File: src/rtl/regport_pkg.sv
package regport_pkg;
  localparam int NUM_BANKS  = 5;
  localparam int ATTR_BANK  = 4;
  localparam int IDX_W      = 7;
  localparam int ATTR_IDX_W = 5;
  localparam int VIDEO_BIT  = 5;

  localparam int PORT_ATTR    = 8;
  localparam int PORT_ATTR_RD = 9;
  localparam int PORT_STATUS  = 10;

  typedef struct packed {
    logic [NUM_BANKS-1:0] idxWe;
    logic [NUM_BANKS-1:0] dataWe;
    logic [NUM_BANKS-1:0] idxRdSel;
    logic [NUM_BANKS-1:0] dataRdSel;
  } portStrobe_t;
endpackage

File: src/rtl/regport_ctrl.sv
module regport_ctrl
  import regport_pkg::*;
#(
  parameter int ADDR_W = 4
) (
  input  logic              clk,
  input  logic              rstN,
  input  logic              wrEn,
  input  logic              rdEn,
  input  logic [ADDR_W-1:0] addr,
  output portStrobe_t       strobes
);
  logic dataPhase;
  logic atPort;
  logic atRdPort;
  logic statusHit;

  assign atPort    = (addr == ADDR_W'(PORT_ATTR));
  assign atRdPort  = (addr == ADDR_W'(PORT_ATTR_RD));
  assign statusHit = rdEn && (addr == ADDR_W'(PORT_STATUS));

  always_comb begin
    strobes = '0;
    for (int b = 0; b < ATTR_BANK; b++) begin
      if (addr == ADDR_W'(2 * b)) begin
        strobes.idxWe[b]    = wrEn;
        strobes.idxRdSel[b] = rdEn;
      end
      if (addr == ADDR_W'(2 * b + 1)) begin
        strobes.dataWe[b]    = wrEn;
        strobes.dataRdSel[b] = rdEn;
      end
    end
    strobes.idxWe[ATTR_BANK]     = wrEn && atPort && !dataPhase;
    strobes.dataWe[ATTR_BANK]    = wrEn && atPort && dataPhase;
    strobes.idxRdSel[ATTR_BANK]  = rdEn && atPort;
    strobes.dataRdSel[ATTR_BANK] = rdEn && atRdPort;
  end

  always_ff @(posedge clk) begin
    if (!rstN)                dataPhase <= 1'b0;
    else if (statusHit)       dataPhase <= 1'b0;
    else if (wrEn && atPort)  dataPhase <= !dataPhase;
  end

  // a status read leaves the attribute port in the number phase
  assert_status_sync_R6: assert property (@(posedge clk) disable iff (!rstN)
    statusHit |=> !dataPhase);

  // every attribute-port write flips the phase
  assert_phase_flip_R5: assert property (@(posedge clk) disable iff (!rstN)
    (wrEn && atPort) |=> (dataPhase != $past(dataPhase)));

  // at most one register-changing strobe per cycle
  assert_one_write_R10: assert property (@(posedge clk) disable iff (!rstN)
    $onehot0({strobes.idxWe, strobes.dataWe}));
endmodule

File: src/rtl/regport_datapath.sv
module regport_datapath
  import regport_pkg::*;
#(
  parameter int REGS_PER_BANK = 32,
  parameter int ATTR_REGS     = 21
) (
  input  logic        clk,
  input  logic        rstN,
  input  portStrobe_t strobes,
  input  logic [7:0]  wrData,
  output logic [7:0]  rdData,
  output logic        videoEn
);
  localparam int MEM_AW = $clog2(REGS_PER_BANK);

  logic [IDX_W-1:0]     idxReg  [NUM_BANKS];
  logic [7:0]           mem     [NUM_BANKS][REGS_PER_BANK];
  logic [NUM_BANKS-1:0] inRange;

  function automatic int bankLimit(input int b);
    return (b == ATTR_BANK) ? ATTR_REGS : REGS_PER_BANK;
  endfunction

  always_comb begin
    for (int b = 0; b < NUM_BANKS; b++)
      inRange[b] = int'(idxReg[b]) < bankLimit(b);
  end

  always_ff @(posedge clk) begin
    if (!rstN) begin
      videoEn <= 1'b0;
      for (int b = 0; b < NUM_BANKS; b++) begin
        idxReg[b] <= '0;
        for (int i = 0; i < REGS_PER_BANK; i++) mem[b][i] <= '0;
      end
    end else begin
      for (int b = 0; b < NUM_BANKS; b++) begin
        if (strobes.idxWe[b])
          idxReg[b] <= (b == ATTR_BANK) ? {2'b00, wrData[ATTR_IDX_W-1:0]}
                                        : wrData[IDX_W-1:0];
        if (strobes.dataWe[b] && inRange[b])
          mem[b][idxReg[b][MEM_AW-1:0]] <= wrData;
      end
      if (strobes.idxWe[ATTR_BANK]) videoEn <= wrData[VIDEO_BIT];
    end
  end

  always_comb begin
    rdData = '0;
    for (int b = 0; b < NUM_BANKS; b++) begin
      if (strobes.idxRdSel[b])
        rdData = (b == ATTR_BANK) ? {2'b00, videoEn, idxReg[b][ATTR_IDX_W-1:0]}
                                  : {1'b0, idxReg[b]};
      if (strobes.dataRdSel[b] && inRange[b])
        rdData = mem[b][idxReg[b][MEM_AW-1:0]];
    end
  end

  // video flag only moves on a number-phase attribute write
  assert_video_hold_R8: assert property (@(posedge clk) disable iff (!rstN)
    !strobes.idxWe[ATTR_BANK] |=> $stable(videoEn));

  // no read select, no data on the bus
  assert_idle_read_R11: assert property (@(posedge clk) disable iff (!rstN)
    (strobes.idxRdSel == '0 && strobes.dataRdSel == '0) |-> (rdData == 8'h00));

  for (genvar gb = 0; gb < ATTR_BANK; gb++) begin : g_idxChk
    // ordinary number write lands the low 7 bits
    assert_index_load_R2: assert property (@(posedge clk) disable iff (!rstN)
      strobes.idxWe[gb] |=> (idxReg[gb] == $past(wrData[IDX_W-1:0])));
  end
endmodule

File: src/rtl/regport_top.sv
module regport_top
  import regport_pkg::*;
#(
  parameter int ADDR_W        = 4,
  parameter int REGS_PER_BANK = 32,
  parameter int ATTR_REGS     = 21
) (
  input  logic              clk,
  input  logic              rstN,
  input  logic              wrEn,
  input  logic              rdEn,
  input  logic [ADDR_W-1:0] addr,
  input  logic [7:0]        wrData,
  output logic [7:0]        rdData,
  output logic              videoEn
);
  portStrobe_t strobes;

  regport_ctrl #(.ADDR_W(ADDR_W)) u_ctrl (
    .clk(clk), .rstN(rstN), .wrEn(wrEn), .rdEn(rdEn), .addr(addr),
    .strobes(strobes)
  );

  regport_datapath #(.REGS_PER_BANK(REGS_PER_BANK), .ATTR_REGS(ATTR_REGS)) u_dp (
    .clk(clk), .rstN(rstN), .strobes(strobes), .wrData(wrData),
    .rdData(rdData), .videoEn(videoEn)
  );
endmodule

File: config.mk
export PLATFORM = sky130hd
export DESIGN_NAME = regport_top
export DESIGN_NICKNAME = d
export VERILOG_FILES = /design/src/rtl/regport_pkg.sv /design/src/rtl/regport_ctrl.sv /design/src/rtl/regport_datapath.sv /design/src/rtl/regport_top.sv
export SDC_FILE = /design/constraint.sdc
export NUM_CORES = 2
export LEC_CHECK = 0
export ABC_AREA = 1
export CELL_PAD_IN_SITES_DETAIL_PLACEMENT = 1
export CELL_PAD_IN_SITES_GLOBAL_PLACEMENT = 1
export CORE_ASPECT_RATIO = 1.4
export CORE_MARGIN = 2
export CORE_UTILIZATION = 50
export DETAILED_ROUTE_END_ITERATION = 10
export GPL_ROUTABILITY_DRIVEN = 1
export HOLD_SLACK_MARGIN = 0.08
export PLACE_DENSITY = 0.76
export SLEW_MARGIN = 40
export SYNTH_ARGS = -nofsm -noshare
export SYNTH_HDL_FRONTEND = slang
export SYNTH_HIERARCHICAL = 1
export SYNTH_SLANG_ARGS = --single-unit
export TNS_END_PERCENT = 1
File: constraint.sdc
create_clock -name clk -period 3.75 [get_ports clk]
set_clock_uncertainty 0.05 [all_clocks]
set_input_delay 0.375 -clock clk [delete_from_list [all_inputs] [get_ports clk]]
set_output_delay 0.375 -clock clk [all_outputs]
set_load 0.01 [all_outputs]
==> out/qor.csv <==
stage,metric,value,unit
sta,setup_viol,5,
outcome,violations,setup timing,
floorplanning,initial_utilization,50.48,%
sta,rsz0062_at_grt,true,
synth,synth-edff-count,1309,
place,place.gp.congestion,0.9106,
place,portBuffers,24,
place,dp_hpwl,122.4,mm
pwr,p_int,24.74,mW
synth,synth_warnings,6,
critical_path,path_class,register to output port,
place,dpl_cell_area,0.06058,sq mm
clocking,path_clk_slew,0.06,ns
synth,async_reset_ff_share,0,%
critical_path,required,3.32,ns
floorplanning,coreArea,0.1119,sq mm
final_layout,finalInstanceArea,0.06671,sq mm
sta,period_share,102.3,%
pwr,combinationalPowerShare,7.4,%
critical_path,cp_max_fo,10,
floorplanning,io_pins,25,
global_routing,grt_overflow,0,
pwr,power,32.32,mW
pwr,ir_drop,0.4999,mV
critical_path,max_stage_delay,0.49,ns
critical_path,critPathTopFamily,simple AND/OR/NAND/NOR gates,
routing,avgRoutedWirePerCell,26.80,um
final_layout,finalNetCount,5538,
job,cap_viol_max_count,0,
sta,hold_violations,0,
sta,post-route-min-period,3.836,ns
sta,fin_tns_setup,-0.1469,ns
routing,routed_wl,189.9,mm
sta,worst_slew_pin_slew,0.8308,ns
clocking,htreeDepth,4,
sta,fmax,260.7,MHz
floorplanning,die_w,288.1,um
synth,yosysTopAreaCellShare,69.56,%
routing,routed_via_density,6.044,
place,preCtsSetupSlack,0.003271,ns
synth,synthCells,5191,
critical_path,startpoint_type,register,
routing,drtIter0Drc,3825,
pwr,power.leakage,26.33,nW
global_routing,grt_max_degree,121,
synth,synth_top_area_cell,edfxtp_1,
sta,slew_violations,0,
synth,synth.avg_cell_area,10.89,sq um
clocking,cts.sinks,1311,
outcome,outcome,"finished, violations left",
pwr,pwr_density_cell,484.4,mW/mm^2
clocking,clock_latency,0.76,ns
hold_path,hp-class,primary input to register,
pwr,netSwitchingFraction,23.45,%
synth,ys_seq_area_share,69.63,%
synth,synthTopCellsByArea,"edfxtp_1 70%, nor2_1 8.6%, nand2_1 8.5%",
floorplanning,fp.dieArea,0.1158,sq mm
clocking,clockBufferDepth,3,
critical_path,endpoint_kind,output port,
routing,ant_nets,0,
final_layout,syn_to_final_growth,18.06,%
pwr,clkPwrFrac,40.5,%
sta,setup_slack,-0.08624,ns
global_routing,grt_antenna_before_repair,1,
critical_path,worst_path_most_repeated_cell,nand2_1,
routing,drt_pass1_iterations,6,
critical_path,cp.arrival,3.41,ns
critical_path,critPathBufInv,4,
clocking,cts-root-buf,clkbuf_16,
final_layout,insertedDiodeCount,0,
global_routing,grt_pass1_wl,279.6,mm
routing,drc,0,
synth,synth-main-ff-cell,edfxtp_1,
routing,vias,42830,
clocking,cts_buffers,131,
final_layout,drive_gt1_share,15.65,%
sta,relSlewSlack,44.61,%
floorplanning,die_h,401.8,um
global_routing,grt_pass1_vias,45570,
critical_path,worstPathCellList,"buf_6, nor2_4, buf_6, bufbuf_16, nand2_1, nand4_1, nand2_1, nand2_1, nor2_1, nand3_2, nand2_1, nand2_1, nand2_2, nand2_1, nand2_2, nand2_1, nand2_2, nand2_2, buf_6",
pwr,switchingPower,7.577,mW
floorplanning,rows,145,
clocking,cts_hold_repair.buffers,0,
sta,holdWs,0.2295,ns
global_routing,track_usage,32.43,%
pwr,seqPwrFrac,52.2,%
critical_path,slowest_stage,edfxtp_1,
synth,synth_cell_types,42,
synth,synth_area,0.05651,sq mm
clocking,cts_tree,done,
synth,ys_ff_latch,1311,
cell type report:
class                   count  area [sq um]
well taps                1470          1839
inverters                 123         535.5
fillers                 11570         45230
flip-flops and latches   1311         39350
clock buffers             157          3513
multi-input cells        3523         16620
clock inverters            70         644.4
repair buffers            432          4207
worst paths after layout:
kind	startpoint	endpoint	slack, ns	depth (start not counted)
worst max-delay path	u_dp/idxReg[0][0]$_DFFE_PP_	rdData[3]	-0.09	19
worst max register to register	u_dp/idxReg[0][28]$_DFFE_PP_	u_dp/mem[0][1275]$_SDFFCE_PN0P_	0.75	10
worst min register to register	u_ctrl/dataPhase$_SDFFE_PP0P_	u_ctrl/dataPhase$_SDFFE_PP0P_	0.56	4
worst min-delay path	rstN	u_dp/videoEn$_SDFFE_PN0P_	0.23	3
per-stage QoR:
stage                     cells  util (%)
final                      7086     59.60
after global routing       7086     59.60
after CTS                  7066     58.84
after detailed placement   6777     54.12
after global placement     6777     54.12
after floorplan            5274         -
placed cells by master, fill, tap and decap left out, drive strengths merged, types with 2 or more instances in the layout:
cell and instances:
a21o 3, a31oi 4, a211oi 5, a21oi 111, edfxtp 1309, clkinvlp 8
o21ai 31, o22ai 26, nor4 8, bufinv 11, dfxtp 2, and2 8
a221oi 15, a22oi 388, or2 4, clkbuf 164, a22o 9, clkinv 48
nor3 88, buf 405, conb 84, inv 126, o2111ai 3, a21boi 9
nand3 50, nand4 66, bufbuf 4, nor2 1307, nand2 1288, clkdlybuf4s50 15
o31ai 10, nor3b 2
cells by family after synthesis:
family / Yosys count / share of synthesized area, %
simple gates: 2821 / 19.69
flops: 1311 / 69.63
compound gates: 617 / 7.568
buf+inv: 441 / 3.107
other cells: 1 / 0.006636
cells in the mapped netlist (3+ instances only):
| master | number |
|---|---|
| edfxtp_1 | 1309 |
| nor2_1 | 1301 |
| nand2_1 | 1277 |
| a22oi_1 | 388 |
| clkbuf_1 | 230 |
| a21oi_1 | 111 |
| inv_1 | 103 |
| buf_2 | 74 |
| nor3_1 | 72 |
| nand4_1 | 66 |
| nand3_1 | 49 |
| o21ai_0 | 30 |
| o22ai_1 | 26 |
| nor3_2 | 16 |
| a221oi_1 | 15 |
| inv_2 | 13 |
| buf_1 | 12 |
| nand2_2 | 11 |
| o31ai_1 | 10 |
| a21boi_0 | 9 |
| a22o_1 | 9 |
| and2_1 | 8 |
| nor4_1 | 8 |
| clkinv_1 | 7 |
| a211oi_1 | 5 |
| a31oi_1 | 4 |
| a21o_1 | 3 |
| nor2_2 | 3 |
| o2111ai_1 | 3 |
| or2_2 | 3 |
layer usage:
| layer | global-route usage [%] | wire, um | vias up |
|---|---|---|---|
| met5 | 0 | 13 | - |
| met4 | 18.72 | 11730 | 2 |
| met3 | 4.365 | 10580 | 520 |
| met2 | 57.96 | 100100 | 1738 |
| met1 | 36.98 | 67500 | 21940 |
| li1 | - | - | 18630 |
state kept, by name (all words and copies together) (netlist names):
name,flops
u_dp/mem,1276
u_ctrl/dataPhase,1
u_dp/videoEn,1
u_dp/idxReg,33
worst min-delay path, cell delays in order:
cell and delay, ns:
clkbuf_8 0.28, o21ai_0 0.20, a21oi_1 0.05
power groups by stage:
stage | registers, mW | clock network [mW] | logic [mW]
floorplan | 17.0 | 0 | 1.13
CTS | 16.8 | 13.2 | 2.24
finish | 16.9 | 13.1 | 2.38
global placement | 17.1 | 0 | 2.00
global route | 16.9 | 13.8 | 2.50
detailed placement | 17.2 | 0 | 2.06
timing repair:
| item | in CTS | in global routing |
|---|---|---|
| resized for setup | 179 | 169 |
| setup buffers | 54 | 15 |
| pin swaps | 34 | 66 |
| endpoints found under the setup margin | 8 | 8 |
| cloned | 8 | 6 |
(Power assumes the default switching activity.)
